### config.mk
export PLATFORM = sky130hd
export DESIGN_NAME = data_addr_gen
export DESIGN_NICKNAME = d
export VERILOG_FILES = /design/src/rtl/dag_pkg.sv /design/src/rtl/dag_bank_reg.sv /design/src/rtl/dag_ptr_file.sv /design/src/rtl/dag_resolve.sv /design/src/rtl/data_addr_gen.sv
export SDC_FILE = /design/constraint.sdc
export NUM_CORES = 1
export LEC_CHECK = 0
export BUFFER_PORTS_ARGS = -buffer_cell sky130_fd_sc_hd__buf_4
export CAP_MARGIN = 10
export CORE_MARGIN = 8
export CORE_UTILIZATION = 55
export DETAILED_ROUTE_END_ITERATION = 16
export GPL_TIMING_DRIVEN = 0
export PLACE_DENSITY = 0.77
export SETUP_SLACK_MARGIN = 0.1
export SLEW_MARGIN = 20
export SYNTH_ARGS = -nofsm -noshare
export SYNTH_HDL_FRONTEND = slang
export SYNTH_SLANG_ARGS = --single-unit
### constraint.sdc
create_clock -name clk -period 5.71 [get_ports clk]
set_clock_uncertainty 0.15 [all_clocks]
set_input_delay 0.2855 -clock clk [delete_from_list [all_inputs] [get_ports clk]]
set_output_delay 0.2855 -clock clk [all_outputs]
set_load 0.005 [all_outputs]
### src/rtl/dag_pkg.sv
package dag_pkg;
   typedef enum logic [1:0] {
      AK_NONE   = 2'b00,
      AK_DIRECT = 2'b01,
      AK_INDIR  = 2'b10,
      AK_PREINC = 2'b11
   } acc_kind_e;
endpackage

### src/rtl/dag_bank_reg.sv
module dag_bank_reg #(
   parameter int BANK_W = 4
) (
   input  logic              clk,
   input  logic              rst_n,
   input  logic              we,
   input  logic [BANK_W-1:0] wdata,
   output logic [BANK_W-1:0] bank_q
);
   always_ff @(posedge clk) begin
      if (!rst_n)
         bank_q <= '0;
      else if (we)
         bank_q <= wdata;
   end
endmodule

### src/rtl/dag_ptr_file.sv
module dag_ptr_file #(
   parameter int NUM_PTR = 3,
   parameter int ADDR_W  = 12,
   parameter int IDX_W   = 2
) (
   input  logic                      clk,
   input  logic                      rst_n,
   input  logic                      ld,
   input  logic [IDX_W-1:0]          ld_idx,
   input  logic [ADDR_W-1:0]         ld_val,
   input  logic                      inc,
   input  logic [IDX_W-1:0]          inc_idx,
   output logic [NUM_PTR*ADDR_W-1:0] ptr_flat
);
   for (genvar g = 0; g < NUM_PTR; g++) begin : g_ptr
      logic [ADDR_W-1:0] q;
      logic              hit_ld;
      logic              hit_inc;

      assign hit_ld  = ld  && (ld_idx  == IDX_W'(g));
      assign hit_inc = inc && (inc_idx == IDX_W'(g));

      // a literal load outranks an increment of the same pointer
      always_ff @(posedge clk) begin
         if (!rst_n)
            q <= '0;
         else if (hit_ld)
            q <= ld_val;
         else if (hit_inc)
            q <= q + ADDR_W'(1);
      end

      assign ptr_flat[g*ADDR_W +: ADDR_W] = q;
   end
endmodule

### src/rtl/dag_resolve.sv
module dag_resolve
   import dag_pkg::*;
#(
   parameter int FILE_W    = 8,
   parameter int BANK_W    = 4,
   parameter int NUM_PTR   = 3,
   parameter int IDX_W     = 2,
   parameter int ACC_SPLIT = 'h60,
   localparam int ADDR_W   = BANK_W + FILE_W
) (
   input  acc_kind_e                 kind,
   input  logic                      acc_sel,
   input  logic [FILE_W-1:0]         file_addr,
   input  logic [BANK_W-1:0]         bank_q,
   input  logic [IDX_W-1:0]          ptr_idx,
   input  logic [NUM_PTR*ADDR_W-1:0] ptr_flat,
   output logic [ADDR_W-1:0]         addr,
   output logic                      vld,
   output logic                      inc_req
);
   localparam logic [FILE_W:0] SPLIT_V = ACC_SPLIT[FILE_W:0];

   logic [ADDR_W-1:0] acc_addr;
   logic [ADDR_W-1:0] bank_addr;
   logic [ADDR_W-1:0] sel_ptr;
   logic              idx_ok;

   // access-bank mapping variant chosen from the split point
   if (ACC_SPLIT == 0) begin : g_all_high
      assign acc_addr = {{BANK_W{1'b1}}, file_addr};
   end else if (ACC_SPLIT == (1 << FILE_W)) begin : g_all_low
      assign acc_addr = {{BANK_W{1'b0}}, file_addr};
   end else begin : g_split
      logic low_half;
      assign low_half = ({1'b0, file_addr} < SPLIT_V);
      assign acc_addr = low_half ? {{BANK_W{1'b0}}, file_addr}
                                 : {{BANK_W{1'b1}}, file_addr};
   end

   assign bank_addr = {bank_q, file_addr};

   always_comb begin
      sel_ptr = '0;
      idx_ok  = 1'b0;
      for (int i = 0; i < NUM_PTR; i++) begin
         if (ptr_idx == IDX_W'(i)) begin
            sel_ptr = ptr_flat[i*ADDR_W +: ADDR_W];
            idx_ok  = 1'b1;
         end
      end
   end

   always_comb begin
      addr    = '0;
      vld     = 1'b0;
      inc_req = 1'b0;
      unique case (kind)
         AK_NONE: begin
            addr = '0;
            vld  = 1'b0;
         end
         AK_DIRECT: begin
            addr = acc_sel ? acc_addr : bank_addr;
            vld  = 1'b1;
         end
         AK_INDIR: begin
            addr = idx_ok ? sel_ptr : '0;
            vld  = idx_ok;
         end
         AK_PREINC: begin
            addr    = idx_ok ? (sel_ptr + ADDR_W'(1)) : '0;
            vld     = idx_ok;
            inc_req = idx_ok;
         end
         default: begin
            addr = '0;
            vld  = 1'b0;
         end
      endcase
   end
endmodule

### src/rtl/data_addr_gen.sv
module data_addr_gen
   import dag_pkg::*;
#(
   parameter int FILE_W    = 8,
   parameter int BANK_W    = 4,
   parameter int NUM_PTR   = 3,
   parameter int ACC_SPLIT = 'h60,
   parameter bit REG_OUT   = 1'b1,
   localparam int ADDR_W   = BANK_W + FILE_W,
   localparam int IDX_W    = (NUM_PTR > 1) ? $clog2(NUM_PTR) : 1
) (
   input  logic              clk,
   input  logic              rst_n,
   input  logic [1:0]        kind,
   input  logic [FILE_W-1:0] file_addr,
   input  logic              acc_sel,
   input  logic [IDX_W-1:0]  ptr_idx,
   input  logic              bank_we,
   input  logic [BANK_W-1:0] bank_wdata,
   input  logic              ptr_ld,
   input  logic [IDX_W-1:0]  ptr_ld_idx,
   input  logic [ADDR_W-1:0] ptr_ld_val,
   output logic [ADDR_W-1:0] addr_o,
   output logic              addr_vld
);
   if (FILE_W < 1 || BANK_W < 1) begin : g_bad_width
      $error("data_addr_gen: FILE_W and BANK_W must be positive");
   end
   if (NUM_PTR < 1) begin : g_bad_ptr
      $error("data_addr_gen: NUM_PTR must be at least 1");
   end
   if (ACC_SPLIT < 0 || ACC_SPLIT > (1 << FILE_W)) begin : g_bad_split
      $error("data_addr_gen: ACC_SPLIT outside the file field range");
   end

   logic [BANK_W-1:0]         bank_q;
   logic [NUM_PTR*ADDR_W-1:0] ptr_flat;
   logic [ADDR_W-1:0]         nxt_addr;
   logic                      nxt_vld;
   logic                      inc_req;

   dag_bank_reg #(.BANK_W(BANK_W)) u_bank (
      .clk    (clk),
      .rst_n  (rst_n),
      .we     (bank_we),
      .wdata  (bank_wdata),
      .bank_q (bank_q)
   );

   dag_ptr_file #(
      .NUM_PTR (NUM_PTR),
      .ADDR_W  (ADDR_W),
      .IDX_W   (IDX_W)
   ) u_ptrs (
      .clk      (clk),
      .rst_n    (rst_n),
      .ld       (ptr_ld),
      .ld_idx   (ptr_ld_idx),
      .ld_val   (ptr_ld_val),
      .inc      (inc_req),
      .inc_idx  (ptr_idx),
      .ptr_flat (ptr_flat)
   );

   dag_resolve #(
      .FILE_W    (FILE_W),
      .BANK_W    (BANK_W),
      .NUM_PTR   (NUM_PTR),
      .IDX_W     (IDX_W),
      .ACC_SPLIT (ACC_SPLIT)
   ) u_res (
      .kind      (acc_kind_e'(kind)),
      .acc_sel   (acc_sel),
      .file_addr (file_addr),
      .bank_q    (bank_q),
      .ptr_idx   (ptr_idx),
      .ptr_flat  (ptr_flat),
      .addr      (nxt_addr),
      .vld       (nxt_vld),
      .inc_req   (inc_req)
   );

   if (REG_OUT) begin : g_reg_out
      always_ff @(posedge clk) begin
         if (!rst_n) begin
            addr_o   <= '0;
            addr_vld <= 1'b0;
         end else begin
            addr_o   <= nxt_addr;
            addr_vld <= nxt_vld;
         end
      end
   end else begin : g_comb_out
      assign addr_o   = nxt_addr;
      assign addr_vld = nxt_vld;
   end
endmodule

==> flow_summary.yaml <==
logic_synthesis:
  synth_edf_count: 0
  netlist_area_um2: 3340
  yosysSeqAreaShare_pct: 31.7
  synthCells: 377
  synth_area_leaders: "dfxtp_1 32%, mux2i_1 5.4%, xnor2_1 4.7%, nor2_1 4.4%, a211oi_1 4.3%"
  syn_area_per_cell_um2: 8.86
  ys.flop_type: "dfxtp_1"
  synth_top_cell_area_share_pct: 31.7
  yosysWarningCount: 0
  yosysMostFrequentCell: "dfxtp_1"
  synth_cell_types: 65
  synth_seq_cells: 53
  yosys.area.top_type: "dfxtp_1"
  ys_top_cells_by_count: "53 x dfxtp_1, 39 x nor2_1, 24 x nand2_1, 19 x a211oi_1, 19 x o21ai_0"
  syn-num-nets: 416
  async_flop_share_pct: 0
worst_setup_path:
  startpoint: "u_ptrs.g_ptr[0].q[0]"
  start_kind: "register"
  cp_common_cell: "mux2i_1"
  crit_path_max_fanout: 6
  critPathRequiredTime_ps: 5750
  endpoint: "addr_o[6]"
  r2r_slack_ps: 3150
  rr_worst_depth: 8
  cp_cell_sequence: "mux2i_1, o2bb2ai_2, ha_1, inv_1, o31a_1, nor4_1, mux2i_1, a21oi_1"
  critPathSlowestCell: "dfxtp_1"
  worstSetupEndpointType: "register"
  r2r-end: "addr_o[6]"
  r2r_start: "u_ptrs.g_ptr[0].q[0]"
  path_class: "register to register"
  cp.arrival_ps: 2590
  worst_path_largest_cell_delay_ps: 430
place:
  placed_cell_area_um2: 3770
  io_buffers: 45
  gp_congestion: 0.896
  dpl.hpwl_mm: 6.82
clock_tree:
  htree_num_levels: 2
  post-cts-setup-buffers: 0
  cts_buffers: 5
  clkLatencyLatePin_ps: 310
  clockRootBuffer: "clkbuf_8"
  clkTransAtPathRegs_ps: 90
  clock_path_buffers: 2
  cts_tree: "done"
  ctsResizeCount: 0
  cts_sinks: 53
  holdBufCountCts: 0
grt:
  grtUsageTotal_pct: 20.9
  antenna_found_initial: 0
  grt_max_degree: 15
  gr-total-overflow: 0
  grt_first_pass_wirelength_mm: 15.0
  grt_pass1_vias: 3052
die:
  num_rows: 28
  die-area_um2: 8830
  num_io_pins: 48
  initial_utilization_pct: 56.8
  fp.coreArea_um2: 5890
  die_x_um: 94.0
  dieHeight_um: 94.0
route:
  drc_errors: 0
  antenna_left: 0
  vias_per_cell: 6.18
  vias: 3116
  wl_per_cell_um: 17.9
  drt_pass1_iterations: 6
  drtIter0Drc: 227
  drt-total-wl_mm: 9.03
final_layout:
  final_cell_area_um2: 3860
  final_core_util_pct: 65.6
  final.fill_count: 513
  antenna_cells: 0
  drive_gt1_share_pct: 20.3
  areaGrowthSynthToFinish_pct: 15.5
  fin_nets: 468
run:
  drv_cap: 0
timing:
  rsz0062_at_grt: "false"
  hold_violations: 0
  period_minus_slack_ps: 2560
  finalMaxSlewViolations: 0
  tightest_slew_ps: 630
  setup_tns_ps: 0
  setup_viol_count_final: 0
  max_slew_margin_pct: 58.0
  post-route-period-util_pct: 44.8
  max_freq_mhz: 391
  hold_ws_ps: 65.5
power:
  p_per_area_nw_per_um2: 199
  p_leak_nw: 1.39
  power_mw: 0.770
  ir_worst_vdd_mv: 0.103
worst_hold_path:
  hold_class: "input port to register"
run_status:
  status: "finished, final reports clean"
## power breakdown
part,switching (mW),total [mW],leakage [nW],internal [mW]
Clock,0.124,0.221,0.0443,0.0966
Combinational,0.0740,0.139,0.912,0.0654
Sequential,0.0205,0.409,0.434,0.389
## per-stage QoR
stage / cells / worst slack [ps]
after floorplan: 377 / 3380
after global routing: 504 / 2960
final: 504 / 3150
after detailed placement: 497 / 3030
after CTS: 504 / 3170
after global placement: 497 / 3080
## placed cells by master (no fill, tap or decap), types with 3 or more instances in the layout
cell	count
inv_1	7
xnor2_1	18
nor2_1	39
buf_2	5
nand3b_1	3
xor2_1	13
nor3_1	9
a22oi_1	7
a31oi_1	4
and3_1	4
a21oi_1	17
buf_6	3
a211oi_1	19
nand3_1	8
buf_4	45
mux2i_1	18
nand4_1	9
o2bb2ai_1	3
nand2_1	24
ha_1	4
a311oi_1	3
clkbuf_8	7
a2bb2oi_1	6
clkbuf_1	16
nor2b_1	4
or3_1	5
dfxtp_1	53
nor4_1	4
o21ai_0	19
o2bb2ai_2	9
## area by class of cell
type | count | area [um^2] | share of cell area, %
inverter | 7 | 26.3 | 0.681
buffer | 26 | 164 | 4.25
timing repair buffer | 45 | 338 | 8.75
multi-input combinational | 291 | 2090 | 54.2
sequential | 53 | 1060 | 27.5
clock buffer | 7 | 86.3 | 2.24
tap | 75 | 93.8 | 2.43
## critical path, delay by kind of cell (launching register included)
kind | cells | cell delay [ps]
AOI/OAI and AO/OA | 3 | 710
DFF | 1 | 430
muxes | 2 | 380
and+or+nand+nor | 1 | 370
adders and majority gates | 1 | 320
buffers and inverters | 1 | 70
## registers in the layout, indices dropped and copies added, names as in the netlist
signal / flops
addr_o: 12
addr_vld: 1
u_bank.bank_q: 4
u_ptrs.g_ptr.q: 36
## metal layers
layer | GRT usage (%) | share of wire [%] | up-vias
met3 | 3.68 | 5.8 | 12
met1 | 27.7 | 47 | 1498
li1 | - | - | 1499
met2 | 33.5 | 46 | 107
met4 | 6.08 | 1.4 | 0
met5 | 0 | 0 | -
## logic make-up (layout without fill, tap and decap cells)
family	Yosys count	count (layout)	share of synthesized area [%]
buffers and inverters	33	85	5.69
AOI/OAI and AO/OA	108	108	25.3
muxes	19	19	5.80
and+or+nand+nor	129	129	21.9
xor gates and xnor gates	31	31	8.12
adders and majority gates	4	4	1.50
DFF	53	53	31.7
## worst min-delay path by stage
stage                     startpoint                    to  slack [ps]  cells past startpoint
floorplan                      rst_n  u_ptrs.g_ptr[2].q[7]         270                      2
global placement    u_bank.bank_q[0]      u_bank.bank_q[0]         320                      2
detailed placement  u_bank.bank_q[1]      u_bank.bank_q[1]         350                      2
CTS                    bank_wdata[1]      u_bank.bank_q[1]          60                      3
global route           bank_wdata[2]      u_bank.bank_q[2]          70                      3
finish                 bank_wdata[1]      u_bank.bank_q[1]          70                      3
Power figures use the tool's default switching activity.
